--- src/rtl/mgmt_pkg.sv ---
package mgmt_pkg;

    localparam int MG_AW      = 5;
    localparam int MG_DW      = 16;
    localparam int SHD_SEL_W  = 5;
    localparam int SHD_DAT_W  = 10;
    localparam int EXP_IDX_W  = 5;
    localparam int EXP_NSUB   = 2;

    localparam logic [MG_AW-1:0] ADDR_EXP_DATA = 5'h15;
    localparam logic [MG_AW-1:0] ADDR_EXP_SEL  = 5'h17;
    localparam logic [MG_AW-1:0] ADDR_SHD      = 5'h1C;

    // Layout of the word written to / read from the shadow port.
    typedef struct packed {
        logic                 wr_flag;
        logic [SHD_SEL_W-1:0] sel;
        logic [SHD_DAT_W-1:0] data;
    } shd_word_t;

    typedef enum logic [1:0] {
        ACC_DIRECT,
        ACC_SHD,
        ACC_EXP_SEL,
        ACC_EXP_DATA
    } acc_kind_t;

    function automatic acc_kind_t classify(input logic [MG_AW-1:0] a);
        case (a)
            ADDR_SHD:      return ACC_SHD;
            ADDR_EXP_SEL:  return ACC_EXP_SEL;
            ADDR_EXP_DATA: return ACC_EXP_DATA;
            default:       return ACC_DIRECT;
        endcase
    endfunction

    // Upper-byte code of each expansion sub-bank: 0 general, 1 serial-link.
    function automatic logic [7:0] subbank_code(input int i);
        return (i == 0) ? 8'h0F : 8'h0E;
    endfunction

endpackage

--- src/rtl/mgmt_direct_file.sv ---
module mgmt_direct_file #(
    parameter int AW = 5,
    parameter int DW = 16
) (
    input  logic          clk,
    input  logic          rst,
    input  logic          wr_en,
    input  logic [AW-1:0] addr,
    input  logic [DW-1:0] wdata,
    output logic [DW-1:0] rd_data
);
    localparam int DEPTH = 1 << AW;

    logic [DW-1:0] mem [DEPTH];

    always_ff @(posedge clk) begin
        if (rst) begin
            for (int i = 0; i < DEPTH; i++) mem[i] <= '0;
        end else if (wr_en) begin
            mem[addr] <= wdata;
        end
    end

    assign rd_data = mem[addr];
endmodule

--- src/rtl/mgmt_shadow_bank.sv ---
module mgmt_shadow_bank #(
    parameter int SEL_W = 5,
    parameter int DAT_W = 10
) (
    input  logic             clk,
    input  logic             rst,
    input  logic             port_wr,
    input  logic             wr_flag,
    input  logic [SEL_W-1:0] wr_sel,
    input  logic [DAT_W-1:0] wr_data,
    output logic [SEL_W-1:0] cur_sel,
    output logic [DAT_W-1:0] cur_data
);
    localparam int DEPTH = 1 << SEL_W;

    logic [DAT_W-1:0] mem [DEPTH];
    logic [SEL_W-1:0] sel_q;

    always_ff @(posedge clk) begin
        if (rst) begin
            sel_q <= '0;
            for (int i = 0; i < DEPTH; i++) mem[i] <= '0;
        end else if (port_wr) begin
            sel_q <= wr_sel;
            if (wr_flag) mem[wr_sel] <= wr_data;
        end
    end

    assign cur_sel  = sel_q;
    assign cur_data = mem[sel_q];
endmodule

--- src/rtl/mgmt_exp_bank.sv ---
module mgmt_exp_bank
    import mgmt_pkg::*;
#(
    parameter int IDX_W = 5,
    parameter int DW    = 16,
    parameter int NSUB  = 2
) (
    input  logic          clk,
    input  logic          rst,
    input  logic          sel_wr,
    input  logic          data_wr,
    input  logic [DW-1:0] wdata,
    output logic [DW-1:0] sel_q,
    output logic [DW-1:0] win_data
);
    localparam int DEPTH = 1 << IDX_W;

    logic [DW-1:0]    sel_r;
    logic [IDX_W-1:0] idx;
    logic [DW-1:0]    bank_rd [NSUB];

    always_ff @(posedge clk) begin
        if (rst)         sel_r <= '0;
        else if (sel_wr) sel_r <= wdata;
    end

    assign idx = sel_r[IDX_W-1:0];

    for (genvar g = 0; g < NSUB; g++) begin : g_sub
        logic [DW-1:0] mem [DEPTH];
        logic          hit;

        assign hit = (sel_r[DW-1:DW-8] == subbank_code(g));

        always_ff @(posedge clk) begin
            if (rst) begin
                for (int i = 0; i < DEPTH; i++) mem[i] <= '0;
            end else if (data_wr && hit) begin
                mem[idx] <= wdata;
            end
        end

        assign bank_rd[g] = hit ? mem[idx] : '0;
    end

    always_comb begin
        win_data = '0;
        for (int i = 0; i < NSUB; i++) win_data = win_data | bank_rd[i];
    end

    assign sel_q = sel_r;
endmodule

--- src/rtl/mgmt_regfile.sv ---
module mgmt_regfile
    import mgmt_pkg::*;
#(
    parameter int AW = MG_AW,
    parameter int DW = MG_DW
) (
    input  logic          clk,
    input  logic          rst,
    input  logic          rd_en,
    input  logic          wr_en,
    input  logic [AW-1:0] addr,
    input  logic [DW-1:0] wdata,
    output logic          rd_valid,
    output logic [DW-1:0] rd_data
);
    acc_kind_t            kind;
    shd_word_t            shd_in;
    logic [DW-1:0]        dir_rd;
    logic [SHD_SEL_W-1:0] shd_sel;
    logic [SHD_DAT_W-1:0] shd_dat;
    logic [DW-1:0]        exp_sel;
    logic [DW-1:0]        exp_rd;
    logic [DW-1:0]        rd_mux;

    assign kind   = classify(addr);
    assign shd_in = shd_word_t'(wdata);

    mgmt_direct_file #(.AW(AW), .DW(DW)) u_dir (
        .clk     (clk),
        .rst     (rst),
        .wr_en   (wr_en && kind == ACC_DIRECT),
        .addr    (addr),
        .wdata   (wdata),
        .rd_data (dir_rd)
    );

    mgmt_shadow_bank #(.SEL_W(SHD_SEL_W), .DAT_W(SHD_DAT_W)) u_shd (
        .clk      (clk),
        .rst      (rst),
        .port_wr  (wr_en && kind == ACC_SHD),
        .wr_flag  (shd_in.wr_flag),
        .wr_sel   (shd_in.sel),
        .wr_data  (shd_in.data),
        .cur_sel  (shd_sel),
        .cur_data (shd_dat)
    );

    mgmt_exp_bank #(.IDX_W(EXP_IDX_W), .DW(DW), .NSUB(EXP_NSUB)) u_exp (
        .clk      (clk),
        .rst      (rst),
        .sel_wr   (wr_en && kind == ACC_EXP_SEL),
        .data_wr  (wr_en && kind == ACC_EXP_DATA),
        .wdata    (wdata),
        .sel_q    (exp_sel),
        .win_data (exp_rd)
    );

    always_comb begin
        case (kind)
            ACC_SHD:      rd_mux = {1'b0, shd_sel, shd_dat};
            ACC_EXP_SEL:  rd_mux = exp_sel;
            ACC_EXP_DATA: rd_mux = exp_rd;
            default:      rd_mux = dir_rd;
        endcase
    end

    always_ff @(posedge clk) begin
        if (rst) begin
            rd_valid <= 1'b0;
            rd_data  <= '0;
        end else begin
            rd_valid <= rd_en;
            if (rd_en) rd_data <= rd_mux;
        end
    end
endmodule

--- config.mk ---
export PLATFORM = sky130hd
export DESIGN_NAME = mgmt_regfile
export DESIGN_NICKNAME = d
export VERILOG_FILES = /design/src/rtl/mgmt_pkg.sv /design/src/rtl/mgmt_direct_file.sv /design/src/rtl/mgmt_shadow_bank.sv /design/src/rtl/mgmt_exp_bank.sv /design/src/rtl/mgmt_regfile.sv
export SDC_FILE = /design/constraint.sdc
export NUM_CORES = 2
export LEC_CHECK = 0
export BUFFER_PORTS_ARGS = -buffer_cell sky130_fd_sc_hd__buf_2
export CORE_MARGIN = 5
export CORE_UTILIZATION = 69
export CTS_CLUSTER_DIAMETER = 100
export DETAILED_ROUTE_END_ITERATION = 10
export MAX_ROUTING_LAYER = met4
export PLACE_DENSITY = 0.86
export SYNTH_ARGS = -nofsm -noshare
export SYNTH_HDL_FRONTEND = slang
export SYNTH_HIERARCHICAL = 1
export SYNTH_SLANG_ARGS = --single-unit
export TNS_END_PERCENT = 50
--- constraint.sdc ---
create_clock -name clk -period 6.06 [get_ports clk]
set_input_delay 0 -clock clk [delete_from_list [all_inputs] [get_ports clk]]
set_output_delay 0 -clock clk [all_outputs]
set_load 0.03 [all_outputs]
==> summary.md <==
| Metric | Value |
|---|---|
| Via count | 52,450 |
| WL met1 | 82,300 um |
| Slew HR | 19.30% |
| Pwr/cell area | 294.1 nW/um2 |
| Ys flop type | edfxtp_1 |
| Setup crit start kind | flop |
| Final Slew Violations | 0 |
| Total number of yosys warnings | 6 |
| FF+latch area | 56,710 um2 |
| Total grt overflow | 0 |
| WHS | 0.1053 ns |
| Root buf cell | clkbuf_16 |
| Crit. End Element | flop |
| Leakage | 0.03353 uW |
| CTS Buffer Depth | 3 |
| Top cell type's share of synthesized area | 63.02% |
| Cell Area, Synth | 88,440 um2 |
| Max Cap Viol | 0 |
| CTS buffer count | 187 |
| TritonRoute pass-1 iters | 7 |
| Register area share after synthesis | 64.11% |
| CP arrival | 5.06 ns |
| Starting Density | 69.35% |
| RePlAce Congestion | 1.003 |
| Final wirelength | 229,000 um |
| Synth area leader | edfxtp_1 |
| Fill cells | 7,315 |
| RSZ-0062 raised after global routing | false |
| Ys async rst share | 0% |
| Synthesis-to-finish area growth | 7.497% |
| Met2 routed WL | 107,000 um |
| Remaining DRCs | 0 |
| Cell Rows | 131 |
| Setup Buffers After CTS | 0 |
| Hpwl dp | 137,500 um |
| Overall Global Routing Usage | 34.57% |
| Synth Instances | 6,120 |
| Max layer used | met4 |
| Multi-input logic area | 28,950 um2 |
| Full die area | 135,400 um2 |
| Die W | 368.0 um |
| Clk_lat worst skew | 0.82 ns |
| Vert. Die Dim | 368.0 um |
| Vias per Instance | 6.785 |
| Initial antenna violation count | 11 |
| Measured slew at the worst slew-check pin | 1.199 ns |
| Post-route ant nets | 0 |
| DR WL met3 | 28,430 um |
| Period utilization | 71.75% |
| Post-layout net count | 5,931 |
| CTS tree | built |
| Vias in the first global route | 50,980 |
| Number of distinct library cells after synthesis | 77 |
| Fmax | 230.0 MHz |
| Number of synthesized flops with an enable pin | 1,856 |
| Share of cells above drive strength 1 | 15.54% |
| Port Buffers | 41 |
| Largest net degree at the start of global routing | 121 |
| Syn_nets | 6,145 |
| Top cells by area, synth | edfxtp_1, and2_1, mux2i_1, mux4_2, clkbuf_1 |
| Status | complete, no violations |
| # clock sinks | 1,904 |
| WL/cell | 29.62 um |
| Fin crit period | 4.348 ns |
| Setup violators final | 0 |
| Max FO, Critical Path | 89 |
| Ports | 42 |
| Worst-path clk slew | 0.06 ns |
| Number of H-tree levels | 4 |
| VDD IR max | 0.2954 mV |
| CORE AREA | 127,500 um2 |
| First-pass GRT wire length | 336,900 um |
| Post-synthesis register bit count | 1,904 |
| Final hold violation count | 0 |
| Clock skew | 0.03008 ns |
| Util after Layout | 74.55% |
| Avg Cell Area, Syn | 14.45 um2 |
| Drt initial violations | 8,320 |
| Worst hold path class | in2reg |
| TNS Setup | 0 ns |
| CP required | 6.77 ns |
| CP Class | reg2reg |
-- report_power, final --
group          internal [uW]  total (uW)  leakage, uW  switching (uW)
combinational            374        1370       0.0118             999
sequential             15000       15200       0.0188             197
clock                   6490       11400      0.00295            4940
-- flip-flops by register name (all words and copies together) (netlist names), named ones only --
name,flops
u_shd/mem,320
rd_data,16
u_exp/g_sub.mem,1024
rd_valid,1
u_shd/cur_sel,5
u_exp/sel_q,16
u_dir/mem,512
-- repair_timing --
item / 4_1_cts / 5_1_grt
hold buffers: 20 / 0
hold endpoints to repair: 638 / 0
resized for setup: 0 / 0
-- final timing paths --
path / from / to / cells past startpoint / slack (ns)
worst max-delay path: flop / rd_data[7] / 10 / 1.71
worst min register to register: rd_data[14] / rd_data[14] / 2 / 0.49
worst min-delay path: addr[4] / u_dir/mem[22][13] / 4 / 0.11
worst max register to register: flop / rd_data[7] / 10 / 1.71
-- worst max-delay path, stage by stage, from the launching register on --
cell and delay [ns]:
dfxtp_4 0.95, buf_12 0.63, mux4_2 0.37, mux2i_1 0.15, a211oi_1 0.84, o21ai_0 0.22
nand2_1 0.16, mux2i_1 0.09, nand2_1 0.17, o211ai_1 0.25, a311oi_2 0.33
-- kinds of logic (layout without fill, tap and decap cells) --
family,count (synthesis),after routing,share of synthesized area [%]
other,0,8,0
DFF,1904,1904,64.11
muxes,819,819,12.47
buffers and inverters,561,501,3.172
and+or+nand+nor,2444,2444,17.02
AOI/OAI and AO/OA,392,392,3.230
-- per-stage QoR --
stage	instances	setup WS (ns)	power, uW	area (um2)
6_report	7730	1.712	27960	95070
5_1_grt	7727	1.557	28700	95060
4_1_cts	7722	1.896	28010	95050
3_5_place_dp	7359	1.832	16750	88830
2_1_floorplan	6120	3.557	16170	88440
3_3_place_gp	7359	1.976	16690	88830
-- area by class of cell --
| class | instances | share of cell area, % |
|---|---|---|
| Inverter | 2 | 0.007897 |
| Clock inverter | 110 | 0.9989 |
| Timing Repair Buffer | 156 | 1.354 |
| Sequential cell | 1904 | 59.65 |
| Clock buffer | 233 | 5.328 |
| Multi-Input combinational cell | 3655 | 30.45 |
| Antenna cell | 8 | 0.02106 |
| Tap cell | 1662 | 2.187 |
-- Yosys cell counts, types with 48 or more instances --
cell      instances
a22oi_1          49
mux4_2          224
and2_2           77
clkbuf_1        269
edfxtp_1       1856
mux2i_1         573
dfxtp_1          48
buf_2           116
nor2_1          143
and2_1         1784
nand2_1         109
clkbuf_2         96
o22ai_1         146
or2_2           129
-- metal layers --
metal,GRT usage (%),up-vias
met2,52.20,3803
met3,7.106,633
met5,-,-
met4,14.15,0
li1,-,21870
met1,46.89,26150
-- cells in the final DEF (no fill, tap or decap), types with 12 or more instances in the layout --
cell           netlist  layout
a211o_1             14      14
a21oi_1             28      28
a221oi_1            12      12
a22o_1              31      31
a22oi_1             49      49
a311oi_1            18      18
a31oi_1             13      13
and2_1            1784    1784
and2_2              77      77
buf_2              116      23
buf_4               37     102
bufinv_16            0      13
clkbuf_1           269      36
clkbuf_16            0     197
clkinv_1             0      50
clkinv_2             0      29
dfxtp_1             48      43
dlygate4sd3_1        0      20
edfxtp_1          1856    1856
mux2_2              22      22
mux2i_1            573     573
mux4_2             224     224
nand2_1            109     109
nand3_1             22      22
nand4_1             13      13
nor2_1             143     142
nor2_2              23      24
nor2b_1             14      12
nor4_1              32      32
o211ai_1            18      18
o22ai_1            146     146
or2_2              129     129
No activity file was read; power rests on OpenSTA's default activity.
